[src/rtl/strobe_pkg.sv]
package strobe_pkg;
  // State encoding of the period counter
  typedef enum logic [1:0] {
    ENC_BIN    = 2'd0,
    ENC_GRAY   = 2'd1,
    ENC_ONEHOT = 2'd2
  } enc_e;
endpackage

[src/rtl/strobe_rst_sync.sv]
module strobe_rst_sync #(
  parameter int STAGES = 2
) (
  input  logic clk,
  input  logic arst_n,
  output logic srst_n
);
  logic [STAGES-1:0] sh_q;
  logic [STAGES-1:0] sh_d;

  always_comb begin
    sh_d = {sh_q[STAGES-2:0], 1'b1};
  end

  always_ff @(posedge clk or negedge arst_n) begin
    if (!arst_n) sh_q <= '0;
    else         sh_q <= sh_d;
  end

  assign srst_n = sh_q[STAGES-1];
endmodule

[src/rtl/strobe_bin_ctr.sv]
module strobe_bin_ctr #(
  parameter  int STEPS = 16,
  localparam int CW    = $clog2(STEPS)
) (
  input  logic          clk,
  input  logic          rst_n,
  input  logic          en,
  output logic [CW-1:0] state,
  output logic          last
);
  logic [CW-1:0] cnt_q;
  logic [CW-1:0] cnt_d;
  logic          at_end;

  always_comb begin
    at_end = (cnt_q == CW'(STEPS - 1));
    cnt_d  = at_end ? '0 : cnt_q + CW'(1);
  end

  always_ff @(posedge clk or negedge rst_n) begin
    if (!rst_n)  cnt_q <= '0;
    else if (en) cnt_q <= cnt_d;
  end

  assign state = cnt_q;
  assign last  = at_end;
endmodule

[src/rtl/strobe_gray_ctr.sv]
module strobe_gray_ctr #(
  parameter  int STEPS = 16,
  localparam int CW    = $clog2(STEPS)
) (
  input  logic          clk,
  input  logic          rst_n,
  input  logic          en,
  output logic [CW-1:0] state,
  output logic          last
);
  logic [CW-1:0] g_q;
  logic [CW-1:0] g_d;
  logic [CW-1:0] b_cur;
  logic [CW-1:0] b_nxt;
  logic          at_end;

  function automatic logic [CW-1:0] to_bin(input logic [CW-1:0] g);
    logic [CW-1:0] b;
    b[CW-1] = g[CW-1];
    for (int i = CW - 2; i >= 0; i--) b[i] = b[i+1] ^ g[i];
    return b;
  endfunction

  always_comb begin
    b_cur  = to_bin(g_q);
    at_end = (b_cur == CW'(STEPS - 1));
    b_nxt  = at_end ? '0 : b_cur + CW'(1);
    g_d    = b_nxt ^ (b_nxt >> 1);
  end

  always_ff @(posedge clk or negedge rst_n) begin
    if (!rst_n)  g_q <= '0;
    else if (en) g_q <= g_d;
  end

  assign state = g_q;
  assign last  = at_end;
endmodule

[src/rtl/strobe_onehot_ctr.sv]
module strobe_onehot_ctr #(
  parameter int STEPS = 16
) (
  input  logic             clk,
  input  logic             rst_n,
  input  logic             en,
  output logic [STEPS-1:0] state,
  output logic             last
);
  logic [STEPS-1:0] ring_q;
  logic [STEPS-1:0] ring_d;

  always_comb begin
    ring_d = {ring_q[STEPS-2:0], ring_q[STEPS-1]};
  end

  always_ff @(posedge clk or negedge rst_n) begin
    if (!rst_n)  ring_q <= STEPS'(1);
    else if (en) ring_q <= ring_d;
  end

  assign state = ring_q;
  assign last  = ring_q[STEPS-1];
endmodule

[src/rtl/periodic_strobe.sv]
module periodic_strobe
  import strobe_pkg::*;
#(
  parameter enc_e ENCODING    = ENC_BIN,
  parameter int   STEPS       = 16,
  parameter int   SYNC_STAGES = 2
) (
  input  logic             clk,
  input  logic             rst_n,
  output logic             tick,
  output logic [STEPS-1:0] state_dbg
);
  localparam int CW = $clog2(STEPS);

  logic rst_sync_n;
  logic step_en;
  logic last_w;

  assign step_en = 1'b1;

  strobe_rst_sync #(.STAGES(SYNC_STAGES)) u_rst_sync (
    .clk    (clk),
    .arst_n (rst_n),
    .srst_n (rst_sync_n)
  );

  generate
    if (ENCODING == ENC_ONEHOT) begin : g_onehot
      logic [STEPS-1:0] st_w;
      strobe_onehot_ctr #(.STEPS(STEPS)) u_ctr (
        .clk   (clk),
        .rst_n (rst_sync_n),
        .en    (step_en),
        .state (st_w),
        .last  (last_w)
      );
      assign state_dbg = st_w;
    end else if (ENCODING == ENC_GRAY) begin : g_gray
      logic [CW-1:0] st_w;
      strobe_gray_ctr #(.STEPS(STEPS)) u_ctr (
        .clk   (clk),
        .rst_n (rst_sync_n),
        .en    (step_en),
        .state (st_w),
        .last  (last_w)
      );
      assign state_dbg = STEPS'(st_w);
    end else begin : g_bin
      logic [CW-1:0] st_w;
      strobe_bin_ctr #(.STEPS(STEPS)) u_ctr (
        .clk   (clk),
        .rst_n (rst_sync_n),
        .en    (step_en),
        .state (st_w),
        .last  (last_w)
      );
      assign state_dbg = STEPS'(st_w);
    end
  endgenerate

  assign tick = last_w;
endmodule

[config.mk]
export PLATFORM = sky130hd
export DESIGN_NAME = periodic_strobe
export DESIGN_NICKNAME = d
export VERILOG_FILES = /design/src/rtl/strobe_pkg.sv /design/src/rtl/strobe_rst_sync.sv /design/src/rtl/strobe_bin_ctr.sv /design/src/rtl/strobe_gray_ctr.sv /design/src/rtl/strobe_onehot_ctr.sv /design/src/rtl/periodic_strobe.sv
export SDC_FILE = /design/constraint.sdc
export NUM_CORES = 1
export LEC_CHECK = 0
export BUFFER_PORTS_ARGS = -buffer_cell sky130_fd_sc_hd__buf_2
export CORE_AREA = 2 2 39 41
export CTS_CLUSTER_DIAMETER = 120
export DETAILED_ROUTE_END_ITERATION = 8
export DIE_AREA = 0 0 41 43
export PLACE_DENSITY = 0.47
export SLEW_MARGIN = 10
export SYNTH_ARGS = -nofsm -noshare
export SYNTH_HDL_FRONTEND = slang
export SYNTH_SLANG_ARGS = --single-unit
[constraint.sdc]
create_clock -name clk -period 1.33 [get_ports clk]
set_clock_uncertainty 0.05 [all_clocks]
set_input_delay 0.266 -clock clk [delete_from_list [all_inputs] [get_ports clk]]
set_output_delay 0.266 -clock clk [all_outputs]
set_load 0.005 [all_outputs]
==> Implementation_results.wiki, run 1 <==
{| class="wikitable"
! Metric !! Value
|-
| Outcome || complete, but fails checks
|-
| Violated checks || setup timing
|-
| Share of the yosys chip area belonging to registers || 0.474
|-
| Die Height || 43 um
|-
| EDFF count, synth || 0
|-
| Worst min-delay path category || reg -> async
|-
| Critical path data required time || roughly 1.0 ns
|-
| Aggregate global-route resource usage || 0.0659
|-
| Antenna violations before repair || 0
|-
| Standard cell core area || 1380 um2
|-
| Number of iterations in the first detailed-routing pass || 4
|-
| Vias || 208
|-
| Lkg Pwr || roughly 0.24 nW
|-
| Most frequent cells after synthesis || sky130_fd_sc_hd__buf_4 (12), sky130_fd_sc_hd__dfrtp_1 (6), sky130_fd_sc_hd__conb_1 (2)
|-
| Number of distinct library cells after synthesis || 12
|-
| Top cells by area, synth || sky130_fd_sc_hd__dfrtp_1 (47%), sky130_fd_sc_hd__buf_4 (28%), sky130_fd_sc_hd__ha_1 (4.0%)
|-
| Number of H-tree branching levels || 1
|-
| Buffers on Ports || 6
|-
| Gate count of the mapped netlist || 29
|-
| Fin area || roughly 410 um2
|-
| Number of buffer and inverter stages on the critical path || 1
|-
| Cell with the most instances after synthesis || sky130_fd_sc_hd__buf_4
|-
| Area growth from synthesis to layout || 28.9%
|-
| Clock tree from TritonCTS || built
|-
| Fraction of registers with async set/reset || 1.00
|-
| Most area-hungry cell type in the Yosys netlist || sky130_fd_sc_hd__dfrtp_1
|-
| Clock slew seen by the registers of the worst setup and hold paths || approximately 0.04 ns
|-
| CP Cell Sequence || ha_2 -> and3_4 -> buf_6
|-
| Maximum number of pins on one net before global-route repair || 6
|-
| RSZ-0062 raised after global routing || yes
|-
| Share of post-route cells with drive strength above 1 || 0.409
|-
| Rows || 14
|-
| Yosys warnings || 0
|-
| Final count of hold timing violations || 0
|-
| Detailed-route DRC error count || 0
|-
| Delay-heaviest family, CP || flip-flops
|-
| Final max-slew violation count || 0
|-
| Delay of the slowest cell on the worst path || 0.39 ns
|-
| Final worst-path cycle share || 1.04
|-
| Endpoint kind of the worst setup timing path || output port
|-
| Post-route minimum period || roughly 1.4 ns
|-
| Most used DFF post-synth || sky130_fd_sc_hd__dfrtp_1
|-
| Post-detailed-route wirelength per cell || 8.20 um
|-
| Power per Cell Area || between 800 and 900 nW/um2
|-
| Worst-Skew Late Latency || ~0.24 ns
|-
| Share of the synthesized area in the top cell type || 0.474
|-
| Iter 0 DRT Violations || 6
|-
| Critical path's slowest cell || sky130_fd_sc_hd__dfrtp_1
|-
| Total die area || roughly 1800 um2
|-
| Total grt overflow || 0
|-
| Number of nets in the final layout || between 40 and 50
|-
| Root Driver || sky130_fd_sc_hd__clkbuf_4
|-
| Via count of the first global-routing pass || around 180
|-
| Setup TNS || -0.0573 ns
|-
| Cell area after synthesis || ~320 um2
|-
| Max-cap check violation count || 0
|-
| Global-route wire length before repair || roughly 680 um
|-
| Antenna-violating nets left || 0
|-
| Horiz. Die Dim || just over 40 um
|-
| Class of the most critical setup path || reg -> out
|-
| Flip-flop and latch count after synthesis || 6
|-
| Post-detailed-placement half-perimeter wirelength || about 330 um
|-
| Worst setup slack before clock tree synthesis || 0.102 ns
|-
| Cts bufs inserted || 3
|-
| Routability cong. || slightly below 0.6
|-
| Placed Instance Area || 325 um2
|-
| Crit path max fanout || 2
|-
| Antenna Diode Count || 0
|-
| Worst-case setup margin in the final layout || -0.0573 ns
|-
| Syn Area/Cell || ~11 um2
|-
| Largest voltage drop on the vdd net || between 0.0004 and 0.0005 V
|-
| Max Clock Freq || 721 MHz
|-
| Initial standard-cell utilization of the core || 0.229
|-
| Minimum setup slack among reg-to-reg paths || 0.04 ns
|-
| Via/cell ratio || between 3 and 4
|-
| Arrival time at the worst endpoint || 1.07 ns
|-
| Total clock sinks || 6
|-
| Aggregate routed wire length || a little under 500 um
|-
| Number of buffers on the longest clock path || 2
|-
| Final count of negative-setup-slack endpoints || 1
|-
| Top-Level Pins || 19
|-
| Crit path launch type || register
|}
-- kinds of logic (layout without fill, tap and decap cells) --
| logic type | Yosys count | after routing | synth area share |
|---|---|---|---|
| other cells | 2 | 13 | 0.0237 |
| buf+inv | 13 | 17 | 0.296 |
| simple gates | 5 | 5 | 0.107 |
| xor+xnor | 1 | 1 | 0.0277 |
| flops | 6 | 6 | 0.474 |
| fa+ha+maj | 1 | 1 | 0.0395 |
| compound gates | 1 | 1 | 0.0316 |
-- sequential cells by signal (all words and copies together) (netlist names) --
name and count:
g_bin.u_ctr.state 4, u_rst_sync.sh_q 2
-- where the power goes --
part / internal (W) / switching, W / total, W / leakage (nW)
registers: 0.000186 / 0.00000236 / 0.000189 / 0.0799
clock network: 0.000102 / 0.0000586 / 0.000160 / 0.0138
logic: 0.00000294 / 0.00000955 / 0.0000125 / 0.149
total: 0.000291 / 0.0000705 / 0.000361 / 0.243
-- routing by layer --
metal  up-vias  global-route usage  part of all wire
li1        100                   -                 -
met1        97              0.0532              0.36
met2        11              0.0969              0.52
met3         0              0.0471              0.12
met4         0              0.0600                 0
met5         -                   0                 0
-- stage by stage --
| step | power [W] | utilization | cells | hold slack [ns] |
|---|---|---|---|---|
| 3_3_place_gp | 0.000201 | 0.235 | 51 | 0.00306 |
| 2_1_floorplan | 0.000224 | - | 40 | -0.0796 |
| 3_5_place_dp | 0.000201 | 0.235 | 51 | 0.00413 |
| 4_1_cts | 0.000374 | 0.289 | 59 | 0.00821 |
| 6_report | 0.000361 | 0.295 | 60 | 0.00362 |
| 5_1_grt | 0.000383 | 0.295 | 60 | 0.0208 |
-- worst reg2reg max path: stages, from the launching register on --
cell                      delay (ns)
sky130_fd_sc_hd__dfrtp_1        0.36
sky130_fd_sc_hd__ha_2           0.18
sky130_fd_sc_hd__buf_4          0.10
sky130_fd_sc_hd__buf_4          0.09
sky130_fd_sc_hd__buf_4          0.10
sky130_fd_sc_hd__inv_1          0.03
sky130_fd_sc_hd__a311o_1        0.25
-- area by class of cell --
class | count | area (um2)
Clock buffer | 3 | 22.5
Sequential cell | 6 | 150
Multi-Input combinational cell | 21 | 120
Fill cell | 151 | 976
Tap cell | 16 | 20.0
Inverter | 1 | 3.75
Timing Repair Buffer | 13 | 91.3
-- timing repair --
item / in CTS / in global routing
buffers inserted: 4 / 1
resized for setup: 3 / 0
hold buffers: 1 / 0
pin swaps: 1 / 1
setup endpoints to repair: 1 / 2
hold endpoints to repair: 2 / 0
-- cell usage in the layout, fill, tap and decap left out, types with 3 or more instances in the layout --
master | netlist | layout
sky130_fd_sc_hd__conb_1 | 2 | 13
sky130_fd_sc_hd__buf_2 | 0 | 5
sky130_fd_sc_hd__dfrtp_1 | 6 | 6
sky130_fd_sc_hd__clkbuf_4 | 0 | 3
sky130_fd_sc_hd__buf_4 | 12 | 6
-- final timing paths --
path / from / to / depth (start not counted)
max: g_bin.u_ctr.state[0] / tick / 3
min: u_rst_sync.sh_q[1] / g_bin.u_ctr.state[1] / 0
max reg2reg: g_bin.u_ctr.state[0] / g_bin.u_ctr.state[3] / 6
min reg2reg: u_rst_sync.sh_q[1] / g_bin.u_ctr.state[1] / 0
max in group asynchronous: rst_n / u_rst_sync.sh_q[0] / 2
min in group clk: u_rst_sync.sh_q[0] / u_rst_sync.sh_q[1] / 0
Note: power is estimated with default switching activity, not from simulation.
==> run 2, diff against run 1 <==
- CORE_AREA: 2 2 39 41 -> 5 5 42 44
- DIE_AREA: 0 0 41 43 -> 0 0 47 49
- PLACE_DENSITY: 0.47 -> unset
- PLACE_DENSITY_LB_ADDON: unset -> 0.25
==> run 2 against run 1 <==
Against the previous run:
- the run still ends with setup timing left
- final area up 2.5%
- global-route usage down 0.99 points
- combinational power up 3%
- clock-buffer cell count unchanged
- cell count unchanged
- critical endpoint unchanged
- largest cell class unchanged
- highest routed layer is now met4
==> Implementation_results.wiki, run 2 (synthesized netlist as in run 1, its figures left out) <==
{| class="wikitable"
! Metric !! Value
|-
| Critical path data required time || 1.01 ns (about the same)
|-
| Post-detailed-route wirelength per cell || 8.60 um (+4.9%)
|-
| Post-route minimum period || 1.37 ns (-0.0138 ns)
|-
| Horiz. Die Dim || 47 um (+15%)
|-
| Crit path max fanout || 2 (unchanged)
|-
| Multi-input gate area in the final layout || 120 um2 (unchanged)
|-
| Flip-flop and latch area || 150 um2 (unchanged)
|-
| Routability cong. || 0.643 (+8.7%)
|-
| Total die area || 2300 um2 (+31%)
|-
| Number of iterations in the first detailed-routing pass || 1 (-3)
|-
| Number of H-tree branching levels || 1 (unchanged)
|-
| Hold slack final || 0.00559 ns (+0.00198 ns)
|-
| Minimum setup slack among reg-to-reg paths || 0.07 ns (+0.03 ns)
|-
| Antenna violations before repair || 0 (unchanged)
|-
| Number of nets in the final layout || 49 (unchanged)
|-
| Arrival time at the worst endpoint || 1.06 ns (about the same)
|-
| Worst min-delay path category || reg -> async
|-
| Count of placed standard cells including taps || 52 (+2.0%)
|-
| Area growth from synthesis to layout || 32.0%
|-
| Final max-slew violation count || 0 (unchanged)
|-
| Top-Level Pins || 19 (unchanged)
|-
| Max Clock Freq || 728 MHz (+1.0%)
|-
| Rows || 14 (unchanged)
|-
| Cts bufs inserted || 3 (unchanged)
|-
| Maximum number of pins on one net before global-route repair || 6 (unchanged)
|-
| Antenna Diode Count || 0 (unchanged)
|-
| Violated checks || setup timing
|-
| Launch instance of the worst register-to-register path || g_bin.u_ctr.state[1]
|-
| Worst setup slack before clock tree synthesis || 0.128 ns (+0.0263 ns)
|-
| Filler-free cell count of the finished design || 60 (unchanged)
|-
| Total grt overflow || 0 (unchanged)
|-
| Power per Cell Area || 872 nW/um2 (-1.6%)
|-
| Vias || 201 (-3.4%)
|-
| Crit path launch type || register
|-
| Endpoint kind of the worst setup timing path || output port
|-
| Share of post-route cells with drive strength above 1 || 0.409 (unchanged)
|-
| Flip-flop count of the largest register after layout || 4 (unchanged)
|-
| Clock slew seen by the registers of the worst setup and hold paths || 0.04 ns (about the same)
|-
| Number of filler cells placed in the layout || 153 (+1.3%)
|-
| Outcome || complete, but fails checks
|-
| Via/cell ratio || 3.35 (-3.4%)
|-
| RSZ-0062 raised after global routing || yes
|-
| Aggregate routed wire length || 516 um (+4.9%)
|-
| Antenna-violating nets left || 0 (unchanged)
|-
| Largest voltage drop on the vdd net || 0.000321 V (-21%)
|-
| Via count of the first global-routing pass || 212 (+20%)
|-
| Lkg Pwr || 0.244 nW (+0.52%)
|-
| Die Height || 49 um (+14%)
|-
| Total clock sinks || 6 (unchanged)
|-
| Initial standard-cell utilization of the core || 0.226 (-0.00286)
|-
| Buffers on Ports || 6 (unchanged)
|-
| Most frequent cells in the layout || sky130_fd_sc_hd__conb_1 (13), sky130_fd_sc_hd__dfrtp_1 (6), sky130_fd_sc_hd__buf_4 (5), sky130_fd_sc_hd__buf_2 (4)
|-
| Worst-Skew Late Latency || 0.24 ns (about the same)
|-
| Clock tree from TritonCTS || built
|-
| Class of the most critical setup path || reg -> out
|-
| Leading cell type in the layout, fill and taps excluded || sky130_fd_sc_hd__conb_1
|-
| Root Driver || sky130_fd_sc_hd__clkbuf_4
|-
| Final count of negative-setup-slack endpoints || 1 (unchanged)
|-
| Final count of hold timing violations || 0 (unchanged)
|-
| Max-cap check violation count || 0 (unchanged)
|-
| Standard cell core area || 1400 um2 (+1.3%)
|-
| Startpoint of the most critical setup path || g_bin.u_ctr.state[1]
|-
| Global-route wire length before repair || 862 um (+26%)
|-
| Number of buffers on the longest clock path || 2 (unchanged)
|-
| Iter 0 DRT Violations || 0 (-6)
|-
| Aggregate global-route resource usage || 0.0560 (-0.00989)
|-
| Worst-case setup margin in the final layout || -0.0436 ns (+0.0138 ns)
|-
| Final worst-path cycle share || 1.03 (-0.0104)
|-
| Detailed-route DRC error count || 0 (unchanged)
|}
run 2: changes by cell type in the layout (fill, tap and decap cells not counted):
cell | previous run | this run
sky130_fd_sc_hd__buf_2 | 5 | 4
sky130_fd_sc_hd__buf_6 | 1 | 3
sky130_fd_sc_hd__buf_4 | 6 | 5
run 2: worst max-delay path: stages, from the launching register on:
cell and delay, ns:
sky130_fd_sc_hd__dfrtp_1 0.37, sky130_fd_sc_hd__ha_2 0.19, sky130_fd_sc_hd__and3_4 0.15, sky130_fd_sc_hd__buf_6 0.11
run 2: final timing paths:
kind,end,cells past startpoint
worst min register to register,g_bin.u_ctr.state[2],0
worst max register to register,g_bin.u_ctr.state[3],4
worst min-delay path,g_bin.u_ctr.state[2],0
worst max-delay path,tick,3
min in group clk,u_rst_sync.sh_q[1],0
max in group asynchronous,u_rst_sync.sh_q[0],2
run 2: stage by stage:
stage	power, W	instance area [um2]	TNS, ns	utilization
CTS	0.000374	400	-0.0547	0.286
global placement	0.000201	333	0	0.238
floorplan	0.000224	358	0	-
detailed placement	0.000201	333	0	0.238
finish	0.000364	418	-0.0436	0.298
global route	0.000387	418	-0.0909	0.298
run 2: metal layers:
metal	part of all wire	GRT usage	wire, um
met1	0.32	0.0517	167
met2	0.53	0.0792	274
met3	0.12	0.0221	63
met4	0.019	0.0691	10
met5	0	0	0
run 2: repair_timing:
action                                 in CTS  in global routing
hold buffers                                1                  0
endpoints found under the hold margin       2                  0
setup endpoints to repair                   1                  1
setup buffers                               3                  1
pin swaps                                   1                  0
gates resized for setup                     3                  2
run 2: report_power, final:
part,internal [W],switching [W],total (W)
clock,0.000102,0.0000608,0.000163
sequential,0.000186,0.00000244,0.000189
combinational,0.00000296,0.00000998,0.0000129
run 2: cell type report:
type,count,area share
sequential,6,0.359
multi-input combinational,21,0.287
timing repair buffer,13,0.243
clock buffer,3,0.0539
tap,16,0.0479
inverter,1,0.00898
==> run 3, diff against run 2 <==
- BUFFER_PORTS_ARGS: -buffer_cell sky130_fd_sc_hd__buf_2 -> unset
- DONT_BUFFER_PORTS: unset -> 1
- REMOVE_ABC_BUFFERS: unset -> 1
==> run 3 against run 2 <==
Against the previous run:
- the run ends with hold timing, setup timing left
- non-clock buffer count is 11 lower
- clock-buffer cell count stayed put
- die area stayed put
- total power is 1.1% lower
- worst setup slack better by 0.043 ns
- core utilization is 5.1 points lower
- hold slack worse by 0.0080 ns
- clock power is 2% lower
- cell count is 18% lower
- via count is 12% lower
- final area is 17% lower
==> Implementation_results.wiki, run 3 (synthesized netlist as in run 1, its figures left out) <==
{| class="wikitable"
! Metric !! Value
|-
| Outcome || complete, but fails checks
|-
| Violated checks || hold timing, setup timing
|-
| Post-route minimum period || 1.33 ns (-0.0428 ns)
|-
| Placed Instance Area || 288 um2 (-14%)
|-
| Met1 layer usage reported by global route || 0.0427 (-0.00899)
|-
| Die Height || 49 um (unchanged)
|-
| Number of iterations in the first detailed-routing pass || 2 (+1)
|-
| Iter 0 DRT Violations || 4 (+4)
|-
| Max Clock Freq || 751 MHz (+3.2%)
|-
| Final worst-path cycle share || 1.00 (-0.0322)
|-
| Final count of negative-setup-slack endpoints || 1 (unchanged)
|-
| Total clock sinks || 6 (unchanged)
|-
| Via/cell ratio || 3.61 (+7.8%)
|-
| Lkg Pwr || 0.180 nW (-26%)
|-
| Post-detailed-placement half-perimeter wirelength || around 420 um
|-
| Vias || 177 (-12%)
|-
| Leading cell type in the layout, fill and taps excluded || sky130_fd_sc_hd__conb_1
|-
| Minimum setup slack among reg-to-reg paths || 0.18 ns (+0.11 ns)
|-
| Initial standard-cell utilization of the core || 0.226 (unchanged)
|-
| Maximum number of pins on one net before global-route repair || 6 (unchanged)
|-
| Number of H-tree branching levels || 1 (unchanged)
|-
| Aggregate global-route resource usage || 0.0525 (-0.00355)
|-
| Clock slew seen by the registers of the worst setup and hold paths || 0.04 ns (about the same)
|-
| Worst R2R End || g_bin.u_ctr.state[3]
|-
| Fin area || 347 um2 (-17%)
|-
| Cts bufs inserted || 3 (unchanged)
|-
| Number of filler cells placed in the layout || 155 (+1.3%)
|-
| Hold slack final || -0.00236 ns (-0.00796 ns)
|-
| Detailed-route DRC error count || 0 (unchanged)
|-
| Root Driver || sky130_fd_sc_hd__clkbuf_4
|-
| Crit path launch type || register
|-
| Critical path data required time || 1.01 ns (about the same)
|-
| Endpoint kind of the worst setup timing path || output port
|-
| Standard cell core area || 1400 um2 (unchanged)
|-
| Antenna-violating nets left || 0 (unchanged)
|-
| Class of the most critical setup path || reg -> out
|-
| Final max-slew violation count || 0 (unchanged)
|-
| Layer with the highest usage || met2
|-
| RSZ-0062 raised after global routing || yes
|-
| Cell count of the worst reg-to-reg path || 2 (-2)
|-
| Antenna violations before repair || 0 (unchanged)
|-
| Max-cap check violation count || 0 (unchanged)
|-
| Aggregate routed wire length || 537 um (+4.1%)
|-
| Final count of hold timing violations || 3 (+3)
|-
| Total die area || 2300 um2 (unchanged)
|-
| Overall power || 0.000360 W (-1.1%)
|-
| Flip-flop count of the largest register after layout || 4 (unchanged)
|-
| Clock tree from TritonCTS || built
|-
| Post-detailed-route wirelength per cell || 11.0 um (+27%)
|-
| Met3 demand-to-capacity share in global routing || 0.0111 (-0.0111)
|-
| Routability cong. || 0.718 (+12%)
|-
| Top-Level Pins || 19 (unchanged)
|-
| Launch instance of the worst register-to-register path || g_bin.u_ctr.state[0]
|-
| Worst-Skew Late Latency || 0.24 ns (about the same)
|-
| Horiz. Die Dim || 47 um (unchanged)
|-
| Via count of the first global-routing pass || 169 (-20%)
|-
| Antenna Diode Count || 0 (unchanged)
|-
| Largest voltage drop on the vdd net || 0.000535 V (+67%)
|-
| Buffers on Ports || 0 (-6)
|-
| Number of buffers on the longest clock path || 2 (unchanged)
|-
| Global Route met2 Usage || 0.0905 (+0.0113)
|-
| Most frequent cells in the layout || sky130_fd_sc_hd__conb_1 (13), sky130_fd_sc_hd__dfrtp_1 (4), sky130_fd_sc_hd__clkbuf_4 (3), sky130_fd_sc_hd__dfrtp_2 (2)
|-
| Arrival time at the worst endpoint || 1.01 ns (-0.05 ns)
|-
| Global-route wire length before repair || 828 um (-3.9%)
|-
| Power per Cell Area || 1040 nW/um2 (+19%)
|-
| Share of post-route cells with drive strength above 1 || 0.273 (-0.136)
|-
| Crit path max fanout || 5 (+3)
|-
| Worst-case setup margin in the final layout || -0.000765 ns (+0.0428 ns)
|-
| Rows || 14 (unchanged)
|-
| Area growth from synthesis to layout || 9.49%
|-
| Worst min-delay path category || reg -> async
|-
| Number of nets in the final layout || 38 (-22%)
|-
| Total grt overflow || 0 (unchanged)
|}
run 3: cell count changes in the layout (fill, tap and decap cells not counted), sizes merged:
cell and change:
buf -11
run 3: cell type report:
type                    instances  area [um2]  share of cell area
multi-input cells              21         130               0.375
inverters                       1        3.75              0.0108
repair buffers                  2        17.5              0.0505
flip-flops and latches          6         153               0.440
well taps                      16        20.0              0.0578
clock buffers                   3        22.5              0.0650
run 3: where the power goes:
group	switching [W]	internal [W]
registers	0.00000251	0.000186
clock network	0.0000577	0.000102
logic	0.00000994	0.00000200
total	0.0000701	0.000290
run 3: per-stage QoR:
| stage | util | TNS, ns | std cells | hold slack, ns | worst slack (ns) |
|---|---|---|---|---|---|
| floorplan | - | 0 | 28 | -0.0796 | 0.193 |
| global placement | 0.205 | 0 | 44 | -0.0795 | 0.124 |
| detailed placement | 0.205 | 0 | 44 | -0.0796 | 0.116 |
| CTS | 0.239 | -0.0619 | 49 | 0.00641 | -0.0619 |
| global route | 0.247 | -0.0440 | 49 | 0.0140 | -0.0440 |
| finish | 0.247 | -0.000765 | 49 | -0.00236 | -0.000765 |
run 3: worst max-delay path by stage:
stage	startpoint	end	depth (start not counted)
after floorplan	g_bin.u_ctr.state[0]	tick	2
after global placement	g_bin.u_ctr.state[0]	tick	2
after detailed placement	g_bin.u_ctr.state[0]	tick	2
after CTS	g_bin.u_ctr.state[1]	tick	2
after global routing	g_bin.u_ctr.state[0]	tick	2
final	g_bin.u_ctr.state[0]	tick	2
run 3: metal layers:
metal	vias to the layer above	routed length (um)
li1	78	-
met1	87	143
met2	10	323
met3	2	47
met4	0	22
met5	-	0
run 3: critical path, stage by stage (launching register included):
cell and delay, ns:
sky130_fd_sc_hd__dfrtp_2 0.45, sky130_fd_sc_hd__ha_4 0.18, sky130_fd_sc_hd__and3_4 0.15
run 3: timing repair:
item,4_1_cts,5_1_grt
setup endpoints to repair,1,1
pin swaps,1,0
setup buffers,1,0
endpoints found under the hold margin,2,0
resized for setup,3,2
hold buffers,1,0
